===== src/rtl/ltpc_pkg.sv =====
// Package: shared widths, register offsets and register layouts for the
// low-power timer / pulse counter. Assumes byte offsets on a 4-bit address.
package ltpc_pkg;
    parameter int SEL_W  = 2;
    parameter int CODE_W = 4;
    parameter int CNT_W  = 16;

    localparam logic [3:0] OFS_CSR  = 4'h0;
    localparam logic [3:0] OFS_PRE  = 4'h4;
    localparam logic [3:0] OFS_CMP  = 4'h8;
    localparam logic [3:0] OFS_SNAP = 4'hC;

    // control/status layout, LSB = run; flag sits just above ie
    typedef struct packed {
        logic             ie;
        logic [SEL_W-1:0] pin;
        logic             pol;
        logic             freerun;
        logic             mode;
        logic             en;
    } ctrl_t;

    // tick setup layout, LSB = source select
    typedef struct packed {
        logic [CODE_W-1:0] code;
        logic              bypass;
        logic [SEL_W-1:0]  clksel;
    } pre_t;

    localparam int CTRL_BITS = $bits(ctrl_t);
    localparam int PRE_BITS  = $bits(pre_t);
    localparam pre_t PRE_RST = '{code: '0, bypass: 1'b1, clksel: SEL_W'(1)};
endpackage


===== src/rtl/ltpc_regs.sv =====
// Register file: control/status, tick setup, compare, snapshot and the
// write-one-to-clear compare flag. Assumes a single-cycle write strobe and
// a combinational read port. Setup fields are locked while running.
module ltpc_regs
    import ltpc_pkg::*;
#(
    parameter int DATA_W = 32,
    parameter int ADDR_W = 4,
    parameter int CW     = CNT_W
) (
    input  logic              clk,
    input  logic              rst_n,
    input  logic              bus_wr,
    input  logic [ADDR_W-1:0] bus_addr,
    input  logic [DATA_W-1:0] bus_wdata,
    input  logic              hit,
    input  logic [CW-1:0]     cnt,
    output ctrl_t             ctrl,
    output pre_t              pre,
    output logic [CW-1:0]     cmp,
    output logic              flag,
    output logic [DATA_W-1:0] bus_rdata
);
    logic          wr_csr, wr_pre, wr_cmp, wr_snap;
    ctrl_t         ctrl_in;
    logic [CW-1:0] snap;
    logic          unused_wdata;

    assign wr_csr  = bus_wr && (bus_addr == ADDR_W'(OFS_CSR));
    assign wr_pre  = bus_wr && (bus_addr == ADDR_W'(OFS_PRE));
    assign wr_cmp  = bus_wr && (bus_addr == ADDR_W'(OFS_CMP));
    assign wr_snap = bus_wr && (bus_addr == ADDR_W'(OFS_SNAP));
    assign ctrl_in = ctrl_t'(bus_wdata[CTRL_BITS-1:0]);
    assign unused_wdata = ^bus_wdata;

    // control: run, ie, free-run always writable; mode fields only when stopped
    always_ff @(posedge clk) begin
        if (!rst_n) begin
            ctrl <= '0;
        end else if (wr_csr) begin
            ctrl.en      <= ctrl_in.en;
            ctrl.ie      <= ctrl_in.ie;
            ctrl.freerun <= ctrl_in.freerun;
            if (!ctrl.en) begin
                ctrl.mode <= ctrl_in.mode;
                ctrl.pol  <= ctrl_in.pol;
                ctrl.pin  <= ctrl_in.pin;
            end
        end
    end

    // tick setup: accepted only while stopped
    always_ff @(posedge clk) begin
        if (!rst_n)
            pre <= PRE_RST;
        else if (wr_pre && !ctrl.en)
            pre <= pre_t'(bus_wdata[PRE_BITS-1:0]);
    end

    // compare value
    always_ff @(posedge clk) begin
        if (!rst_n)
            cmp <= '0;
        else if (wr_cmp)
            cmp <= bus_wdata[CW-1:0];
    end

    // compare flag: cleared when stopped, set wins over a same-cycle clear
    always_ff @(posedge clk) begin
        if (!rst_n || !ctrl.en)
            flag <= 1'b0;
        else if (hit)
            flag <= 1'b1;
        else if (wr_csr && bus_wdata[CTRL_BITS])
            flag <= 1'b0;
    end

    // snapshot: any write latches the live count
    always_ff @(posedge clk) begin
        if (!rst_n)
            snap <= '0;
        else if (wr_snap)
            snap <= cnt;
    end

    // read mux
    always_comb begin
        bus_rdata = '0;
        case (bus_addr)
            ADDR_W'(OFS_CSR):  bus_rdata[CTRL_BITS:0] = {flag, ctrl};
            ADDR_W'(OFS_PRE):  bus_rdata[PRE_BITS-1:0] = pre;
            ADDR_W'(OFS_CMP):  bus_rdata[CW-1:0] = cmp;
            ADDR_W'(OFS_SNAP): bus_rdata[CW-1:0] = snap;
            default:           bus_rdata = '0;
        endcase
    end
endmodule


===== src/rtl/ltpc_tick_gen.sv =====
// Tick generator: turns the selected clock-enable source or pulse input into
// a single-cycle count enable. Time mode uses a 2^(code+1) prescaler; pulse
// mode uses a 2^code-sample glitch filter (code 0 acts as 1). Assumes inputs
// are already synchronous to clk.
module ltpc_tick_gen
    import ltpc_pkg::*;
#(
    parameter int SW = SEL_W,
    parameter int CWD = CODE_W,
    localparam int NSRC  = 1 << SW,
    localparam int PRE_W = 1 << CWD
) (
    input  logic           clk,
    input  logic           rst_n,
    input  logic           en,
    input  logic           mode,
    input  logic           pol,
    input  logic [SW-1:0]  pin,
    input  logic           bypass,
    input  logic [SW-1:0]  clksel,
    input  logic [CWD-1:0] code,
    input  logic [NSRC-1:0] src_en,
    input  logic [NSRC-1:0] pin_in,
    output logic           tick
);
    logic             src, raw, raw_q, filt_lvl;
    logic [PRE_W-1:0] pre_cnt, filt_run, pre_lim, filt_lim;
    logic [PRE_W:0]   pre_full, filt_full;
    logic [CWD:0]     pre_sh, filt_sh;

    assign src = src_en[clksel];
    assign raw = pin_in[pin] ^ pol;

    // terminal values for the prescaler and the filter run length
    always_comb begin
        pre_sh    = {1'b0, code} + (CWD+1)'(1);
        filt_sh   = (code == '0) ? (CWD+1)'(1) : {1'b0, code};
        pre_full  = ((PRE_W+1)'(1) << pre_sh) - (PRE_W+1)'(1);
        filt_full = ((PRE_W+1)'(1) << filt_sh) - (PRE_W+1)'(1);
        pre_lim   = pre_full[PRE_W-1:0];
        filt_lim  = filt_full[PRE_W-1:0];
    end

    // previous polarised input, tracked always so enabling makes no edge
    always_ff @(posedge clk) begin
        if (!rst_n) raw_q <= 1'b0;
        else        raw_q <= raw;
    end

    // prescaler: counts source enables in time mode, cleared when idle
    always_ff @(posedge clk) begin
        if (!rst_n || !en || mode)
            pre_cnt <= '0;
        else if (src)
            pre_cnt <= (pre_cnt == pre_lim) ? '0 : pre_cnt + 1'b1;
    end

    // glitch filter: level flips after filt_lim+1 differing samples in a row
    always_ff @(posedge clk) begin
        if (!rst_n || !en || !mode) begin
            filt_lvl <= 1'b0;
            filt_run <= '0;
        end else if (src) begin
            if (raw == filt_lvl) begin
                filt_run <= '0;
            end else if (filt_run == filt_lim) begin
                filt_lvl <= raw;
                filt_run <= '0;
            end else begin
                filt_run <= filt_run + 1'b1;
            end
        end
    end

    // count enable selection by mode and bypass
    always_comb begin
        if (!en)
            tick = 1'b0;
        else if (!mode)
            tick = bypass ? src : (src && pre_cnt == pre_lim);
        else
            tick = bypass ? (raw && !raw_q)
                          : (src && raw && !filt_lvl && filt_run == filt_lim);
    end
endmodule


===== src/rtl/ltpc_core.sv =====
// Counter core: advances the count on each tick, detects the compare match,
// emits the registered trigger and restarts or wraps. Assumes tick is a
// single-cycle enable; cleared whenever run is low.
module ltpc_core #(
    parameter int CW = ltpc_pkg::CNT_W
) (
    input  logic          clk,
    input  logic          rst_n,
    input  logic          en,
    input  logic          freerun,
    input  logic          tick,
    input  logic [CW-1:0] cmp,
    output logic [CW-1:0] cnt,
    output logic          trig,
    output logic          hit
);
    assign hit = en && tick && (cnt == cmp);

    // count register with match restart or natural wrap
    always_ff @(posedge clk) begin
        if (!rst_n || !en)
            cnt <= '0;
        else if (hit && !freerun)
            cnt <= '0;
        else if (tick)
            cnt <= cnt + 1'b1;
    end

    // trigger pulse, one cycle per match
    always_ff @(posedge clk) begin
        if (!rst_n) trig <= 1'b0;
        else        trig <= hit;
    end
endmodule


===== src/rtl/ltpc_top.sv =====
// Top of the low-power timer / pulse counter: connects register file, tick
// generator and counter core. All sources are enables in the clk domain.
module ltpc_top
    import ltpc_pkg::*;
#(
    parameter int DATA_W = 32,
    parameter int ADDR_W = 4,
    localparam int NSRC  = 1 << SEL_W
) (
    input  logic              clk,
    input  logic              rst_n,
    input  logic              bus_wr,
    input  logic [ADDR_W-1:0] bus_addr,
    input  logic [DATA_W-1:0] bus_wdata,
    output logic [DATA_W-1:0] bus_rdata,
    input  logic [NSRC-1:0]   src_en,
    input  logic [NSRC-1:0]   pin_in,
    output logic              trig_o,
    output logic              irq_o
);
    ctrl_t            ctrl;
    pre_t             pre;
    logic [CNT_W-1:0] cmp, cnt;
    logic             flag, hit, tick;

    ltpc_regs #(.DATA_W(DATA_W), .ADDR_W(ADDR_W), .CW(CNT_W)) u_regs (
        .clk(clk), .rst_n(rst_n), .bus_wr(bus_wr), .bus_addr(bus_addr),
        .bus_wdata(bus_wdata), .hit(hit), .cnt(cnt), .ctrl(ctrl), .pre(pre),
        .cmp(cmp), .flag(flag), .bus_rdata(bus_rdata)
    );

    ltpc_tick_gen #(.SW(SEL_W), .CWD(CODE_W)) u_tick (
        .clk(clk), .rst_n(rst_n), .en(ctrl.en), .mode(ctrl.mode),
        .pol(ctrl.pol), .pin(ctrl.pin), .bypass(pre.bypass),
        .clksel(pre.clksel), .code(pre.code), .src_en(src_en),
        .pin_in(pin_in), .tick(tick)
    );

    ltpc_core #(.CW(CNT_W)) u_core (
        .clk(clk), .rst_n(rst_n), .en(ctrl.en), .freerun(ctrl.freerun),
        .tick(tick), .cmp(cmp), .cnt(cnt), .trig(trig_o), .hit(hit)
    );

    assign irq_o = flag && ctrl.ie;
endmodule


===== config.mk =====
export PLATFORM = sky130hd
export DESIGN_NAME = ltpc_top
export DESIGN_NICKNAME = d
export VERILOG_FILES = /design/src/rtl/ltpc_pkg.sv /design/src/rtl/ltpc_regs.sv /design/src/rtl/ltpc_tick_gen.sv /design/src/rtl/ltpc_core.sv /design/src/rtl/ltpc_top.sv
export SDC_FILE = /design/constraint.sdc
export NUM_CORES = 1
export LEC_CHECK = 0
export ABC_AREA = 1
export BUFFER_PORTS_ARGS = -buffer_cell sky130_fd_sc_hd__buf_2
export CORE_MARGIN = 3
export CORE_UTILIZATION = 35
export DETAILED_ROUTE_END_ITERATION = 6
export GPL_TIMING_DRIVEN = 1
export SLEW_MARGIN = 25
export SYNTH_ARGS = -nofsm -noshare
export SYNTH_HDL_FRONTEND = slang
export SYNTH_SLANG_ARGS = --single-unit

===== constraint.sdc =====
create_clock -name clk -period 6.7 [get_ports clk]
set_clock_uncertainty 0.2 [all_clocks]
set_input_delay 1.005 -clock clk [delete_from_list [all_inputs] [get_ports clk]]
set_output_delay 1.005 -clock clk [all_outputs]
set_load 0.03 [all_outputs]

After elaboration in Yosys (flattened, before gate mapping)
Index checks and enable logic that the tools add are counted.
{"block": "word_totals", "reg_bits": 98, "input_bits": 47, "word_cells": 85}
{"block": "op_classes", "addsub": 6, "magnitude_cmp": 2, "eq_ne": 7, "shifts": 2, "n_mux": 17, "bitwise_logic": 3, "reduce_logical": 30}
{"op": "$add 16x1->16 const B", "n": 3}
{"op": "$eq 16x16->1", "n": 3}
{"op": "$mux 16", "n": 3}
{"op": "$shl 1x5->16 const A", "n": 2}
{"op": "$sub 16x2->16 const B", "n": 2}
{"op": "$pmux 7 s4", "n": 1}
{"op": "$pmux 8 s2", "n": 1}
{"op": "$logic_and 1x1->1", "n": 15}
{"op": "$eq 4x4->1 const B", "n": 2}
{"op": "$logic_not 4->1", "n": 2}
{"op": "$mux 1", "n": 8}
{"op": "$logic_not 1->1", "n": 6}
{"op": "$lt 2x3->1 const B", "n": 2}
{"op": "$add 4x1->5 const B", "n": 1}
{"op": "$bmux 1 s2", "n": 2}
{"op": "$eq 4x3->1 const B", "n": 1}
{"op": "$mux 4", "n": 1}
{"op": "$logic_or 1x1->1", "n": 3}
{"op": "$pmux 1 s3", "n": 1}
{"op": "$reduce_and 3->1", "n": 1}
{"op": "$not 1->1", "n": 2}
{"op": "$reduce_and 2->1", "n": 1}
{"op": "$reduce_bool 2->1", "n": 1}
{"op": "$reduce_or 2->1", "n": 1}
{"op": "other kinds (2)", "n": 2}

Logic depth before layout (Yosys ltp)
Gate-level depths: netlist (run 1).
{"block": "depth", "word_depth": 13, "ltp_mapped": 23}

Cells and area by module
Synthesis (run 1) repeated with hierarchy kept, for this count alone.
{"block": "hier_totals", "cells_unflattened": 1108, "hier_area_um2": 6751.5}
{"module": "ltpc_tick_gen", "instances": 1, "cells_per_inst": 559, "area_per_inst_um2": 3239.4, "seq_area_each_um2": 680.7}
{"module": "ltpc_regs", "instances": 1, "cells_per_inst": 332, "area_per_inst_um2": 2243.4, "seq_area_each_um2": 940.9}
{"module": "ltpc_core", "instances": 1, "cells_per_inst": 215, "area_per_inst_um2": 1261.2, "seq_area_each_um2": 340.3}
{"module": "ltpc_top", "instances": 1, "cells_per_inst": 2, "area_per_inst_um2": 7.5, "seq_area_each_um2": 0.0}

Least setup slack after synthesis (run 1)
Ideal clock, no wire load.
{"block": "synth_path", "kind": "input port to output port", "from": "in bus_addr[1]", "to": "out bus_rdata[7]", "arrival_ns": 2.409, "t_required_ns": 5.495, "path_slack_ns": 3.086, "stages": 5, "n_path_buf": 0, "path_cell_list": "nor2_1 inv_1 nor3_1 clkinv_1 o221ai_1"}
{"block": "synth_between", "elab_chain_cells": 2, "elab_cells_between_ends": 4, "cone_classes": "eq/ne (2); mux (1); reduce/logical (1)"}
{"item": "start: declaration", "line": "ltpc_top.sv:13", "text": "input logic [ADDR_W-1:0] bus_addr,"}
{"item": "$eq 4x4->1 or $logic_not 4->1 (tied branches)", "line": "ltpc_regs.sv:89", "text": "case (bus_addr)"}
{"item": "$pmux 1 s3 (*)", "line": "ltpc_regs.sv:89"}
{"item": "end: declaration", "line": "ltpc_top.sv:15", "text": "output logic [DATA_W-1:0] bus_rdata,"}
Every way passes the cells marked *; elsewhere a longest branch is shown, timed or not.

Worst setup path in the final report (run 1)
{"block": "layout_path", "from": "in bus_addr[1]", "to": "out bus_rdata[0]"}
{"block": "layout_between", "elab_chain_cells": 2, "elab_cells_between_ends": 5, "cone_classes": "eq/ne (3); mux (1); reduce/logical (1)"}
{"item": "$eq 4x4->1, or another cell as far along", "line": "ltpc_regs.sv:89"}
{"item": "$pmux 7 s4 (*)", "line": "ltpc_regs.sv:89"}
Marks and branches as above.

==> results of run 1 <==
-- synthesized netlist by cell type (6+ instances only) --
cell type	count	share of area, %
nand2_1	240	15
xnor2_1	18	2.6
nand4_1	20	2.1
nor2_1	91	5.6
dfxtp_1	98	32
o2111ai_1	7	1.0
a21oi_1	72	5.9
nor3_1	15	1.2
o21ai_0	61	5.0
nand3_1	83	6.9
buf_6	6	1.1
inv_1	123	7.6
nand2_2	6	0.62
buf_4	17	2.1
clkbuf_1	26	1.6
o22ai_1	9	0.93
xor2_1	21	3.0
-- logic make-up after synthesis --
group	count (synthesis)
buffers and inverters	179
other	2
flip-flops	98
adder cells (fa/ha/maj)	5
XOR/XNOR	39
AND/OR/NAND/NOR	472
AO/OA/AOI/OAI	160
-- worst max path at each step --
| stage | from | to | slack (ns) |
|---|---|---|---|
| after floorplan | bus_addr[1] | bus_rdata[7] | 3.09 |
| after global placement | bus_addr[1] | bus_rdata[0] | 2.70 |
| after detailed placement | bus_addr[1] | bus_rdata[0] | 2.69 |
| after CTS | bus_addr[1] | bus_rdata[0] | 2.68 |
| after global routing | bus_addr[1] | bus_rdata[0] | 2.60 |
| final | bus_addr[1] | bus_rdata[0] | 2.76 |
-- per-stage QoR --
stage / setup slack [ns] / total power, mW
6_report: 2.76 / 1.26
5_1_grt: 2.60 / 1.31
4_1_cts: 2.68 / 1.28
3_5_place_dp: 2.69 / 0.710
3_3_place_gp: 2.70 / 0.710
2_1_floorplan: 3.09 / 0.688
-- power groups by stage --
stage | combinational, mW | clock (mW) | sequential (mW)
5_1_grt | 0.118 | 0.602 | 0.593
2_1_floorplan | 0.0840 | 0 | 0.604
6_report | 0.104 | 0.566 | 0.593
4_1_cts | 0.104 | 0.582 | 0.593
3_5_place_dp | 0.104 | 0 | 0.606
3_3_place_gp | 0.104 | 0 | 0.606
-- layer usage --
metal,wire length (µm),vias up,share of wire [%]
li1,-,3103,-
met1,7830,2673,47
met2,8030,126,48
met3,721,15,4.3
met4,161,0,0.96
met5,0,-,0
-- tightest hold or removal path: cells and delay by family (launching register included) --
family / cells / cell delay, ns
AOI/OAI and AO/OA: 1 / 0.06
buffers and inverters: 1 / 0.06
DFF: 1 / 0.30
-- state kept, by name, indices dropped and copies added, names as in the netlist --
| register | count |
|---|---|
| u_core.cnt | 16 |
| u_regs.cmp | 16 |
| u_regs.snap | 16 |
| u_tick.filt_run | 16 |
| u_tick.pre_cnt | 16 |
| u_regs.ctrl | 7 |
| u_regs.pre | 7 |
| u_core.trig | 1 |
| u_regs.flag | 1 |
| u_tick.filt_lvl | 1 |
| u_tick.raw_q | 1 |
-- layout make-up --
type	instances	area (µm²)	area share, %
Clock buffer	9	225	3.38
Clock inverter	6	90.1	1.35
Inverter	127	478	7.17
Multi-Input combinational cell	694	3370	50.6
Sequential cell	98	1960	29.4
Tap cell	220	275	4.13
Timing Repair Buffer	51	263	3.94
==> results by group, run 1 <==
Outcome
  – Outcome: finished, final reports clean

GRT
  – Global-route wire length before repair: 27.6 mm
  – Number of global-route vias before repair: 5471
  – Initial antenna violation count: 0
  – Busiest layer in global routing: met2
  – Total gr overflow: 0
  – Gr usage total: 18.3%
  – Met1 Use GR: 23.9%
  – Largest net degree at the start of global routing: 38
  – Met3 usage: 3.83%
  – GR Util met2: 31.1%

Floorplanning
  – # rows: 47
  – Die area: 18900 µm²
  – Initial Utilization: 36.1%
  – Die Width: 138 µm
  – Core footprint: 16800 µm²
  – Die height: 138 µm
  – I/O Pins: 81

Cells and area
  – Fillcell total: 1814
  – Most common cell after layout, fill and taps aside: nand2_1
  – Ant. Diodes: 0
  – Area Overhead vs Synth: 10.0%
  – Final core occ: 39.8%
  – Final #Nets: 1033
  – Fraction of layout cells with a size suffix above 1: 8.53%
  – Most frequent cells in the layout: 240 x nand2_1, 123 x inv_1, 98 x dfxtp_1
  – Non-Filler Cell Area, Final: 6660 µm²
  – Final instance count without filler cells: 1205

Critical path
  – Req. time, crit path: 5.49 ns
  – Worst-path fanout max: 14
  – Worst-path cell chain: buf_2 -> nor2_1 -> nand3_1 -> inv_1 -> nand2_1 -> o2111ai_1 -> buf_2
  – RR Endpoint: u_core.cnt[6]$_SDFFE_PP0P_
  – CP peak stage delay: 0.52 ns
  – Buf/Inv on CP: 3
  – Most frequent CP cell: buf_2
  – FF-to-FF setup slack: 3.05 ns
  – Crit path launch type: input pin
  – FF-to-FF path depth: 17
  – Setup CP Type: input pin to primary output
  – Slowest cell on the critical path: nand3_1
  – CP endpoint kind: primary output
  – WP data arrival: 2.74 ns
  – Stages on the worst setup path: 7
  – Cell family with most CP delay: buffers and inverters
  – Reg2reg start: u_regs.pre[6]$_SDFFE_PN0P_

Synth
  – Netlist cell types: 38
  – Synth Area in Adders: 1.03%
  – Ys async rst share: 0%
  – Xor/xnor share of the synthesized area: 5.64%
  – Synth warn: 0
  – Number of synthesized flops with an enable pin: 0
  – Top_reg_cell synth: dfxtp_1
  – Synthesized netlist cell count: 955
  – FF+latch count, synth: 98
  – Post-synthesis simple-gate area fraction: 33.4%
  – Compound-cell area share of the yosys netlist: 14.5%
  – Sequential share of the synthesized area: 32.4%
  – Synth Cell Area: 6060 µm²
  – Mux cell area share after synthesis: 0%
  – Main combinational cell family by area after synthesis: simple AND/OR/NAND/NOR gates
  – Average cell area after synthesis: 6.34 µm²

Route
  – Post-route DRC: 0
  – Total wire length: 16.7 mm
  – Vias: 5917
  – Detailed Routing Iterations Pass 1: 5
  – Detail Route Antenna Nets: 0
  – DRT iter0 DRCs: 484
  – Via density: 4.91
  – Drt wl/cell: 13.9 µm

STA
  – Max-slew violation count: 0
  – Setup TNS: 0 ns
  – Setup Viol. Count Final: 0
  – Max transition margin: 39.6%
  – RSZ-0062 raised after global routing: no
  – Final Hold Viols: 0
  – Tightest Pin Transition: 0.904 ns
  – Fmax: 254 MHz
  – Period minus WS final: 3.94 ns
  – Final hold slack: 0.260 ns
  – Fin crit share: 58.9%

Worst hold path
  – Hold endpoint: u_regs.snap[14]$_SDFFE_PN0P_
  – Critical hold path startpoint: u_regs.snap[14]$_SDFFE_PN0P_
  – Hold Path Cell Cnt: 2
  – HP Class: flip-flop to flip-flop

CTS
  – Clock transition at path regs: 0.07 ns
  – CTS Buf Count: 9
  – CTS H-tree depth: 3
  – Clock buffer depth: 2
  – Clk root buf: clkbuf_16
  – Post_cts resized: 0
  – Clk_lat worst skew: 0.35 ns
  – Post-CTS Setup Inserts: 0
  – Sink Count: 98
  – TritonCTS clock tree: built
  – CTS Hold Bufs: 0

Placement
  – Placed cell count: 1190
  – Port buffer count: 48
  – Placement Cell Area: 6350 µm²
  – Routability congestion estimate: 0.915
  – Detailed placement HPWL: 12.7 mm

Run
  – Max-Cap Viols: 0

Power
  – Leak pwr: 2.75 nW
  – Sw power: 0.318 mW
  – Logic pwr share: 8.2%
  – Clk pwr share: 44.8%
  – Sequential power share: 46.9%
  – Net Sw Frac: 25.2%
  – PD cells: 189 nW/µm²
  – Cell Int Power: 0.945 mW
  – Worst VDD drop: 133 µV
Power figures use the tool's default switching activity.
==> run 2, diff against run 1 <==
- clock period: 6.7 -> 3.6 ns (I/O delays scaled with it)
==> run 2 against run 1 <==
  * Total power increased by 83%
  * Non-clock buffer count grew 16
  * Flip-flop and latch count unchanged
  * First-iteration DRC count is 3.9% lower
  * Critical path depth grew 10
  * Worst hold slack worse by 0.0047 ns
  * Count of clock-buffer cells in the layout rose by 2
  * Register-to-register slack got worse by 2.4 ns
  * Wire length increased by 0.56%
  * Cell area up 1.6%
  * Utilization is 0.64 points higher
==> results by group, run 2 (same netlist as run 1, synthesis figures left out) <==
Outcome
  – Outcome: finished, final reports clean

Power
  – PD cells: 341 nW/µm²
  – Leak pwr: 2.81 nW
  – Worst VDD drop: 271 µV

Worst hold path
  – Hold endpoint: u_regs.snap[14]$_SDFFE_PN0P_
  – HP Class: flip-flop to flip-flop
  – Hold Path Cell Cnt: 2
  – Critical hold path startpoint: u_regs.snap[14]$_SDFFE_PN0P_

CTS
  – Clock buffer depth: 2
  – Post_cts resized: 0
  – Clock transition at path regs: 0.07 ns
  – TritonCTS clock tree: built
  – Clk root buf: clkbuf_16
  – CTS H-tree depth: 3
  – Post-CTS Setup Inserts: 0
  – Clk_lat worst skew: 0.36 ns
  – CTS Hold Bufs: 0
  – Sink Count: 98
  – CTS Buf Count: 9

GRT
  – Initial antenna violation count: 0
  – Gr usage total: 18.5%
  – Largest net degree at the start of global routing: 37
  – Global-route wire length before repair: 27.6 mm
  – Total gr overflow: 0
  – Number of global-route vias before repair: 5485

Cells and area
  – Most common cell after layout, fill and taps aside: nand2_1
  – Area Overhead vs Synth: 11.8%
  – Fraction of layout cells with a size suffix above 1: 9.98%
  – Final instance count without filler cells: 1222
  – Ant. Diodes: 0
  – Final #Nets: 1049
  – Most frequent cells in the layout: 240 x nand2_1, 123 x inv_1, 98 x dfxtp_1

STA
  – Fmax: 333 MHz
  – Tightest Pin Transition: 0.846 ns
  – Final Hold Viols: 0
  – Period minus WS final: 3.00 ns
  – Max transition margin: 43.4%
  – Final setup margin: 0.600 ns
  – Max-slew violation count: 0
  – Setup Viol. Count Final: 0
  – RSZ-0062 raised after global routing: no
  – Setup TNS: 0 ns
  – Fin crit share: 83.3%
  – Final hold slack: 0.256 ns

Floorplanning
  – Die Width: 138 µm
  – I/O Pins: 81
  – # rows: 47
  – Die area: 18900 µm²
  – Die height: 138 µm
  – Core footprint: 16800 µm²
  – Initial Utilization: 36.1%

Run
  – Max-Cap Viols: 0

Placement
  – Port buffer count: 48
  – Detailed placement HPWL: 13.0 mm
  – Post-Place Worst Slack: 0.613 ns
  – Placed cell count: 1206
  – Routability congestion estimate: 0.891

Critical path
  – FF-to-FF path depth: 17
  – CP endpoint kind: flip-flop
  – Crit path launch type: flip-flop
  – Reg2reg start: u_regs.pre[5]$_SDFFE_PN0P_
  – FF-to-FF setup slack: 0.60 ns
  – RR Endpoint: u_core.cnt[1]$_SDFFE_PP0P_
  – Setup CP Type: flip-flop to flip-flop
  – Req. time, crit path: 3.64 ns
  – WP data arrival: 3.03 ns
  – Worst-path fanout max: 16

Route
  – DRT iter0 DRCs: 465
  – Detail Route Antenna Nets: 0
  – Post-route DRC: 0
  – Vias: 5980
  – Via density: 4.89
  – Drt wl/cell: 13.8 µm
  – Total wire length: 16.8 mm
  – Detailed Routing Iterations Pass 1: 5
==> run 2: cell type report <==
class	instances	area, µm²
fill	1809	9990
multi-input combinational	694	3370
sequential	98	1960
inverter	127	478
timing repair buffer	67	383
tap	220	275
clock buffer	11	243
clock inverter	5	60.1
==> run 2: worst max path at each step <==
stage / start / to / slack, ns / cells past startpoint
after floorplan: u_regs.pre[5]$_SDFFE_PN0P_ / u_core.cnt[10]$_SDFFE_PP0P_ / 0.84 / 18
after global placement: u_regs.pre[3]$_SDFFE_PN0P_ / u_core.cnt[12]$_SDFFE_PP0P_ / 0.64 / 14
after detailed placement: u_regs.pre[5]$_SDFFE_PN0P_ / u_core.cnt[10]$_SDFFE_PP0P_ / 0.61 / 16
after CTS: u_regs.pre[3]$_SDFFE_PN0P_ / u_core.cnt[10]$_SDFFE_PP0P_ / 0.62 / 14
after global routing: u_regs.pre[3]$_SDFFE_PN0P_ / u_core.cnt[4]$_SDFFE_PP0P_ / 0.20 / 14
final: u_regs.pre[5]$_SDFFE_PN0P_ / u_core.cnt[1]$_SDFFE_PP0P_ / 0.60 / 17
==> run 2: report_power, final <==
| part | switching (mW) | leakage, nW | internal, mW |
|---|---|---|---|
| clock | 0.440 | 0.147 | 0.562 |
| sequential | 0.00678 | 0.791 | 1.09 |
| combinational | 0.145 | 1.88 | 0.0605 |
==> run 2: metal layers <==
layer	wire length (µm)	vias up	global-route usage (%)	share of wire, %
met3	778	25	4.13	4.6
li1	-	3132	-	-
met2	7960	130	30.8	47
met1	7780	2693	24.0	46
met4	306	0	5.27	1.8
met5	0	-	0	0
==> run 2: stage by stage <==
stage | utilization, % | cell area [µm²] | power, mW
global route | 40.4 | 6770 | 2.41
global placement | 38.6 | 6470 | 1.33
detailed placement | 38.6 | 6470 | 1.33
floorplan | - | 6120 | 1.28
CTS | 40.4 | 6770 | 2.34
finish | 40.4 | 6770 | 2.31
==> run 2: worst max-delay path, cell delays in order (launching register included) <==
cell and delay, ns:
dfxtp_1 0.34, nor2_2 0.23, nand2_2 0.09, ha_1 0.25, inv_1 0.07, nand2_1 0.05, nand2_1 0.06, o21ai_0 0.08
nand2_1 0.12, nand2_1 0.06, nor2_1 0.09, nand2_1 0.06, nor2_1 0.14, nand4_1 0.17, a21oi_4 0.34, nand4_1 0.16
nand2_2 0.29, nor2_1 0.07
